## config.mk

```make
export PLATFORM = sky130hd
export DESIGN_NAME = enc_clk_scaler
export DESIGN_NICKNAME = d
export VERILOG_FILES = /design/src/rtl/enc_scaler_pkg.sv /design/src/rtl/scl_ratio_decoder.sv /design/src/rtl/scl_ratio_divider.sv /design/src/rtl/scl_out_gate.sv /design/src/rtl/enc_clk_scaler.sv
export SDC_FILE = /design/constraint.sdc
export NUM_CORES = 1
export LEC_CHECK = 0
export BUFFER_PORTS_ARGS = -buffer_cell sky130_fd_sc_hd__buf_2
export CAP_MARGIN = 20
export CORE_MARGIN = 3
export CORE_UTILIZATION = 50
export DETAILED_ROUTE_END_ITERATION = 12
export PLACE_DENSITY = 0.78
export SKIP_CTS_REPAIR_TIMING = 1
export SLEW_MARGIN = 20
export SYNTH_ARGS = -nofsm -noshare
export SYNTH_HDL_FRONTEND = slang
export SYNTH_SLANG_ARGS = --single-unit
```

## constraint.sdc

```tcl
create_clock -name clk_in -period 3.3 [get_ports clk_in]
set_input_delay 0.33 -clock clk_in [delete_from_list [all_inputs] [get_ports clk_in]]
set_output_delay 0.33 -clock clk_in [all_outputs]
set_load 0.02 [all_outputs]
```

## src/rtl/enc_scaler_pkg.sv

```systemverilog
package enc_scaler_pkg;

  localparam int SCL_MAX_RATIO = 16;
  localparam int SCL_RATIO_W   = $clog2(SCL_MAX_RATIO + 1);
  localparam int SCL_CNT_W     = $clog2(SCL_MAX_RATIO);
  localparam int SCL_NUM_CH    = 3;

  localparam int CH_SCALE = 0;
  localparam int CH_REF   = 1;
  localparam int CH_POST  = 2;

  typedef logic [SCL_RATIO_W-1:0] ratio_t;
  typedef logic [SCL_CNT_W-1:0]   cnt_t;

  // main scaler: non-monotonic code map, 111 is pass-through
  function automatic ratio_t scale_ratio(input logic [2:0] code);
    case (code)
      3'b000:  return ratio_t'(4);
      3'b001:  return ratio_t'(6);
      3'b010:  return ratio_t'(8);
      3'b011:  return ratio_t'(10);
      3'b100:  return ratio_t'(12);
      3'b101:  return ratio_t'(2);
      3'b110:  return ratio_t'(16);
      default: return ratio_t'(1);
    endcase
  endfunction

  // reference divider: 11 is pass-through
  function automatic ratio_t ref_ratio(input logic [1:0] code);
    case (code)
      2'b00:   return ratio_t'(2);
      2'b01:   return ratio_t'(3);
      2'b10:   return ratio_t'(4);
      default: return ratio_t'(1);
    endcase
  endfunction

  // post scaler: powers of two
  function automatic ratio_t post_ratio(input logic [1:0] code);
    return ratio_t'(2) << code;
  endfunction

  // cycles spent high per period; odd ratio 3 gets one high cycle
  function automatic ratio_t high_len(input ratio_t r);
    if (r == ratio_t'(3)) return ratio_t'(1);
    return r >> 1;
  endfunction

endpackage

```

## src/rtl/scl_ratio_decoder.sv

```systemverilog
module scl_ratio_decoder
  import enc_scaler_pkg::*;
(
  input  logic [2:0]                  scale_code,
  input  logic [1:0]                  ref_code,
  input  logic [1:0]                  post_code,
  output ratio_t [SCL_NUM_CH-1:0]     ratio_req
);

  always_comb begin
    ratio_req[CH_SCALE] = scale_ratio(scale_code);
    ratio_req[CH_REF]   = ref_ratio(ref_code);
    ratio_req[CH_POST]  = post_ratio(post_code);
  end

endmodule

```

## src/rtl/scl_ratio_divider.sv

```systemverilog
module scl_ratio_divider
  import enc_scaler_pkg::*;
(
  input  logic   clk,
  input  logic   rst_n,
  input  ratio_t ratio_req,
  output logic   q,
  output logic   wrap,
  output logic   bypass,
  output ratio_t ratio_act,
  output cnt_t   cnt
);

  ratio_t nxt_ratio;
  cnt_t   nxt_cnt;

  // last cycle of the current period
  assign wrap      = (ratio_t'(cnt) == (ratio_act - ratio_t'(1)));
  assign nxt_ratio = wrap ? ratio_req : ratio_act;
  assign nxt_cnt   = wrap ? '0 : cnt + cnt_t'(1);
  assign bypass    = (ratio_act == ratio_t'(1));

  always_ff @(posedge clk) begin
    if (!rst_n) begin
      ratio_act <= ratio_req;
      cnt       <= cnt_t'(ratio_req - ratio_t'(1));
      q         <= 1'b0;
    end else begin
      ratio_act <= nxt_ratio;
      cnt       <= nxt_cnt;
      q         <= (ratio_t'(nxt_cnt) < high_len(nxt_ratio));
    end
  end

endmodule

```

## src/rtl/scl_out_gate.sv

```systemverilog
module scl_out_gate (
  input  logic clk,
  input  logic en,
  input  logic q,
  input  logic bypass,
  output logic clk_o,
  output logic drv
);

  logic en_q;

  always_ff @(posedge clk) begin
    en_q <= en;
  end

  assign clk_o = en_q & (bypass ? clk : q);
  assign drv   = en_q;

endmodule

```

## src/rtl/enc_clk_scaler.sv

```systemverilog
module enc_clk_scaler
  import enc_scaler_pkg::*;
(
  input  logic       clk_in,
  input  logic       rst_n,
  input  logic [2:0] scale_sel,
  input  logic [1:0] ref_sel,
  input  logic [1:0] post_sel,
  input  logic       scale_en,
  input  logic       ref_en,
  input  logic       post_en,
  output logic       scale_clk,
  output logic       ref_clk,
  output logic       post_clk,
  output logic       scale_drv,
  output logic       ref_drv,
  output logic       post_drv
);

  ratio_t [SCL_NUM_CH-1:0] req_vec;
  ratio_t [SCL_NUM_CH-1:0] act_vec;
  cnt_t   [SCL_NUM_CH-1:0] cnt_vec;
  logic   [SCL_NUM_CH-1:0] en_vec;
  logic   [SCL_NUM_CH-1:0] q_vec;
  logic   [SCL_NUM_CH-1:0] wrap_vec;
  logic   [SCL_NUM_CH-1:0] byp_vec;
  logic   [SCL_NUM_CH-1:0] clk_vec;
  logic   [SCL_NUM_CH-1:0] drv_vec;

  assign en_vec[CH_SCALE] = scale_en;
  assign en_vec[CH_REF]   = ref_en;
  assign en_vec[CH_POST]  = post_en;

  scl_ratio_decoder u_dec (
    .scale_code (scale_sel),
    .ref_code   (ref_sel),
    .post_code  (post_sel),
    .ratio_req  (req_vec)
  );

  for (genvar g = 0; g < SCL_NUM_CH; g++) begin : g_ch
    scl_ratio_divider u_div (
      .clk       (clk_in),
      .rst_n     (rst_n),
      .ratio_req (req_vec[g]),
      .q         (q_vec[g]),
      .wrap      (wrap_vec[g]),
      .bypass    (byp_vec[g]),
      .ratio_act (act_vec[g]),
      .cnt       (cnt_vec[g])
    );

    scl_out_gate u_gate (
      .clk    (clk_in),
      .en     (en_vec[g]),
      .q      (q_vec[g]),
      .bypass (byp_vec[g]),
      .clk_o  (clk_vec[g]),
      .drv    (drv_vec[g])
    );
  end

  assign scale_clk = clk_vec[CH_SCALE];
  assign ref_clk   = clk_vec[CH_REF];
  assign post_clk  = clk_vec[CH_POST];
  assign scale_drv = drv_vec[CH_SCALE];
  assign ref_drv   = drv_vec[CH_REF];
  assign post_drv  = drv_vec[CH_POST];

endmodule

```

### Yosys cells after proc, flatten, opt, wreduce, memory -nomap -nowiden

Index checks and enable logic that the tools add are counted.

* add/subtract/negate cells: 9
* mux-type cells: 32
* bitwise gates (word level): 3
* eq/ne operators: 17
* shift-type cells: 1
* order comparisons: 3
* reductions and logical operators: 2

Operators with widths (number)
* $mux 5: 15
* $pmux 5 s7: 1
* $mux 4: 6
* $eq 4x5->1: 3
* $eq 5x1->1 const B: 3
* $eq 5x2->1 const B: 3
* $lt 4x5->1: 3
* $sub 5x1->5 const B: 3
* $add 4x1->4 const B: 3
* $eq 3x3->1 const B: 3
* $mux 1: 9
* $pmux 3 s3: 1
* $sub 4x1->4 const B: 2
* $eq 3x2->1 const B: 2
* $shl 2x2->5 const A: 1
* $sub 3x1->4 const B: 1
* $and 1x1->1: 3
* $eq 3x1->1 const B: 1
* $logic_not 3->1: 1
* $eq 2x1->1 const B: 1
* $eq 2x2->1 const B: 1
* $logic_not 2->1: 1

* register bits: 33
* input port bits: 12

### Logic depth before layout (Yosys ltp)

* word-level depth: 9
* depth in mapped cells: 10

### Hierarchy

From an unflattened synthesis, not the netlist that was laid out.

* cells, all modules: 297
* area, all modules: 2542.4 um^2

Modules (own cells, without submodules)
* scl_ratio_divider: cells an instance 90, seq. area each 200.2 um^2, times used 3, area an instance 775.7 um^2
* scl_out_gate: cells an instance 3, seq. area each 20.0 um^2, times used 3, area an instance 36.3 um^2
* scl_ratio_decoder: cells an instance 18, seq. area each 0.0 um^2, times used 1, area an instance 106.4 um^2

==> flow_summary.yaml <==
run_status:
  outcome: "finished clean"
die:
  die_h_microns: 71.0
  rows: 23
  core-area_sq_um: 4030
  die_area_sq_um: 5040
  die_w_microns: 71.0
  initial_core_util: 0.525
  top_level_ports: 18
routing:
  routedWlPerCell_microns: 13.4
  drtAntennaViolNets: 0
  routed_wl_microns: 3900
  drc_errors: 0
  drt_pass1_iterations: 4
  vias: 1572
  routed_via_density: 5.40
  drtIter0Drc: 75
power:
  power_frac_seq: 0.323
  p_leak_nw: 1.04
  netSwitchingFraction: 0.376
  combinationalPowerShare: 0.423
  powerDensity_nw_per_um2: 797
  finalPower_mw: 1.90
  vdd_drop_max_v: 0.000423
  p_int_mw: 1.19
  clock_power_share: 0.254
  power.switching_mw: 0.713
sta:
  fin_crit_ps: 2910
  setup_viol: 0
  worst_slew_pin_slew_ps: 688
  max_freq_ghz: 0.344
  relSlewSlack: 0.542
  fin_skew_ps: 7.90
  finalMaxSlewViolations: 0
  rsz0062_at_grt: "false"
  setup_tns_ps: 0
  holdWs_ps: 29.4
  min_period_over_period: 0.882
  hold_viol: 0
synth:
  synth_edf_count: 0
  syn-num-nets: 248
  synth_warnings: 0
  synth_area_leaders: "dfxtp_1 (31%), ha_1 (13%), xnor2_1 (7.5%)"
  synthCells: 214
  synth_common_cells: "dfxtp_1 (33), ha_1 (22), nor2_1 (18), xnor2_1 (18)"
  ys_seq_area_frac: 0.313
  yosysTopAreaCellShare: 0.313
  yosys.cell_types.count: 41
  synth.most_common_cell: "dfxtp_1"
  synth_async_sr_flop_share: 0
  syn_area_sq_um: 2110
  ys_seq_elements: 33
  synth_top_area_cell: "dfxtp_1"
  syn_area_per_cell_sq_um: 9.88
  synth_ff_type: "dfxtp_1"
placement:
  dpl_cell_area_sq_um: 2240
  dp.cells: 278
  port-buffer-count: 17
  place_congestion: 0.854
  place_hpwl_microns: 2840
run:
  drv_cap: 0
layout:
  stdcell_area_sq_um: 2380
  n_fill_cell: 363
  fin_cells: 291
  num-nets-final: 273
  syn_to_final_growth_pct: 12.7
  drive_gt1_frac: 0.195
  antenna_cells: 0
global_route:
  grtUsageTotal: 0.179
  grt_max_degree: 16
  grt-ovfl-total: 0
  grt_pass1_wl_microns: 6980
  grt_antenna_before_repair: 0
  grt_pass1_vias: 1579
clock_network:
  clkTransAtPathRegs_ps: 70
  clk_latency_ps: 400
  cts_tree: "yes"
critical_path:
  worstPathRequired_ps: 3600
  path_class: "reg -> reg"
  rrSetupSlack_ps: 390
  cp_data_arrival_time_ps: 3210
  cp-end-kind: "register"
  startpoint_type: "register"
  critPathMaxFanout: 10
hold_path:
  hold_path.class: "in -> reg"
[area by class of cell]
cell class	count	area, sq um	area share
flip-flops and latches	33	661	0.277
multi-input cells	165	1380	0.581
clock buffers	13	143	0.0599
repair buffers	14	70.1	0.0294
clock inverters	3	13.8	0.00578
well taps	50	62.6	0.0263
inverters	13	48.8	0.0205
[registers in the layout, summed over array words and instances, names as in the netlist, named ones only]
signal	count
g_ch.u_div.cnt	11
g_ch.u_div.ratio_act	15
g_ch.u_div.q	3
g_ch.u_gate.drv	3
[worst max-delay path: stages (launching register included)]
cell and delay [ps]:
dfxtp_1 440, inv_1 90, ha_1 250, nand3b_1 170
a21o_1 190, a2111oi_4 640, mux2i_1 270, ha_1 260
nand3_1 100, a21oi_2 40, a2111oi_2 360
[through the flow]
stage	util	setup WS (ps)
final	0.591	390
after global routing	0.591	130
after CTS	0.591	402
after detailed placement	0.556	424
after global placement	0.556	530
after floorplan	-	682
[routing by layer]
metal	share of wire	GRT usage
met1	0.47	0.212
met4	0.025	0.121
met3	0.053	0.0781
met2	0.45	0.261
met5	0	0
[cells in the final DEF (no fill, tap or decap), types with 3 or more instances in the layout]
cell type and instances:
dfxtp_1 33, ha_1 22, nor2_1 18, xnor2_1 18
buf_2 17, inv_1 14, mux2i_1 13, nor2b_1 11
mux2_2 11, a21oi_1 9, clkbuf_8 9, nand2b_1 6
xor2_1 5, and2_1 5, mux2_1 5, nand3_1 5
and3_1 4, nand3b_1 3, a21o_1 3
[power by group through the flow]
stage	sequential, mW	clock (mW)	combinational, mW
5_1_grt	0.632	0.527	0.920
2_1_floorplan	0.588	0.0294	0.695
3_5_place_dp	0.622	0.0369	0.804
3_3_place_gp	0.618	0.0369	0.781
6_report	0.613	0.482	0.804
4_1_cts	0.612	0.502	0.811
[logic make-up after synthesis]
logic type	count (synthesis)	share of synthesized area
AO/OA/AOI/OAI	25	0.101
buffers and inverters	16	0.0326
flip-flops	33	0.313
XOR/XNOR	23	0.0953
AND/OR/NAND/NOR	66	0.182
multiplexers	29	0.147
adder cells (fa/ha/maj)	22	0.130
[path summary, 6_finish.rpt]
check,cells after the start,end,start
worst min-delay path,1,g_ch[0].u_gate.drv$_DFF_P_,scale_en
worst max-delay path,10,g_ch[0].u_div.q$_SDFF_PN0_,g_ch[0].u_div.ratio_act[0]$_DFF_P_
worst min register to register,2,g_ch[1].u_div.ratio_act[3]$_SDFF_PN0_,g_ch[1].u_div.ratio_act[3]$_SDFF_PN0_
worst max register to register,10,g_ch[0].u_div.q$_SDFF_PN0_,g_ch[0].u_div.ratio_act[0]$_DFF_P_
Power figures use the tool's default switching activity.
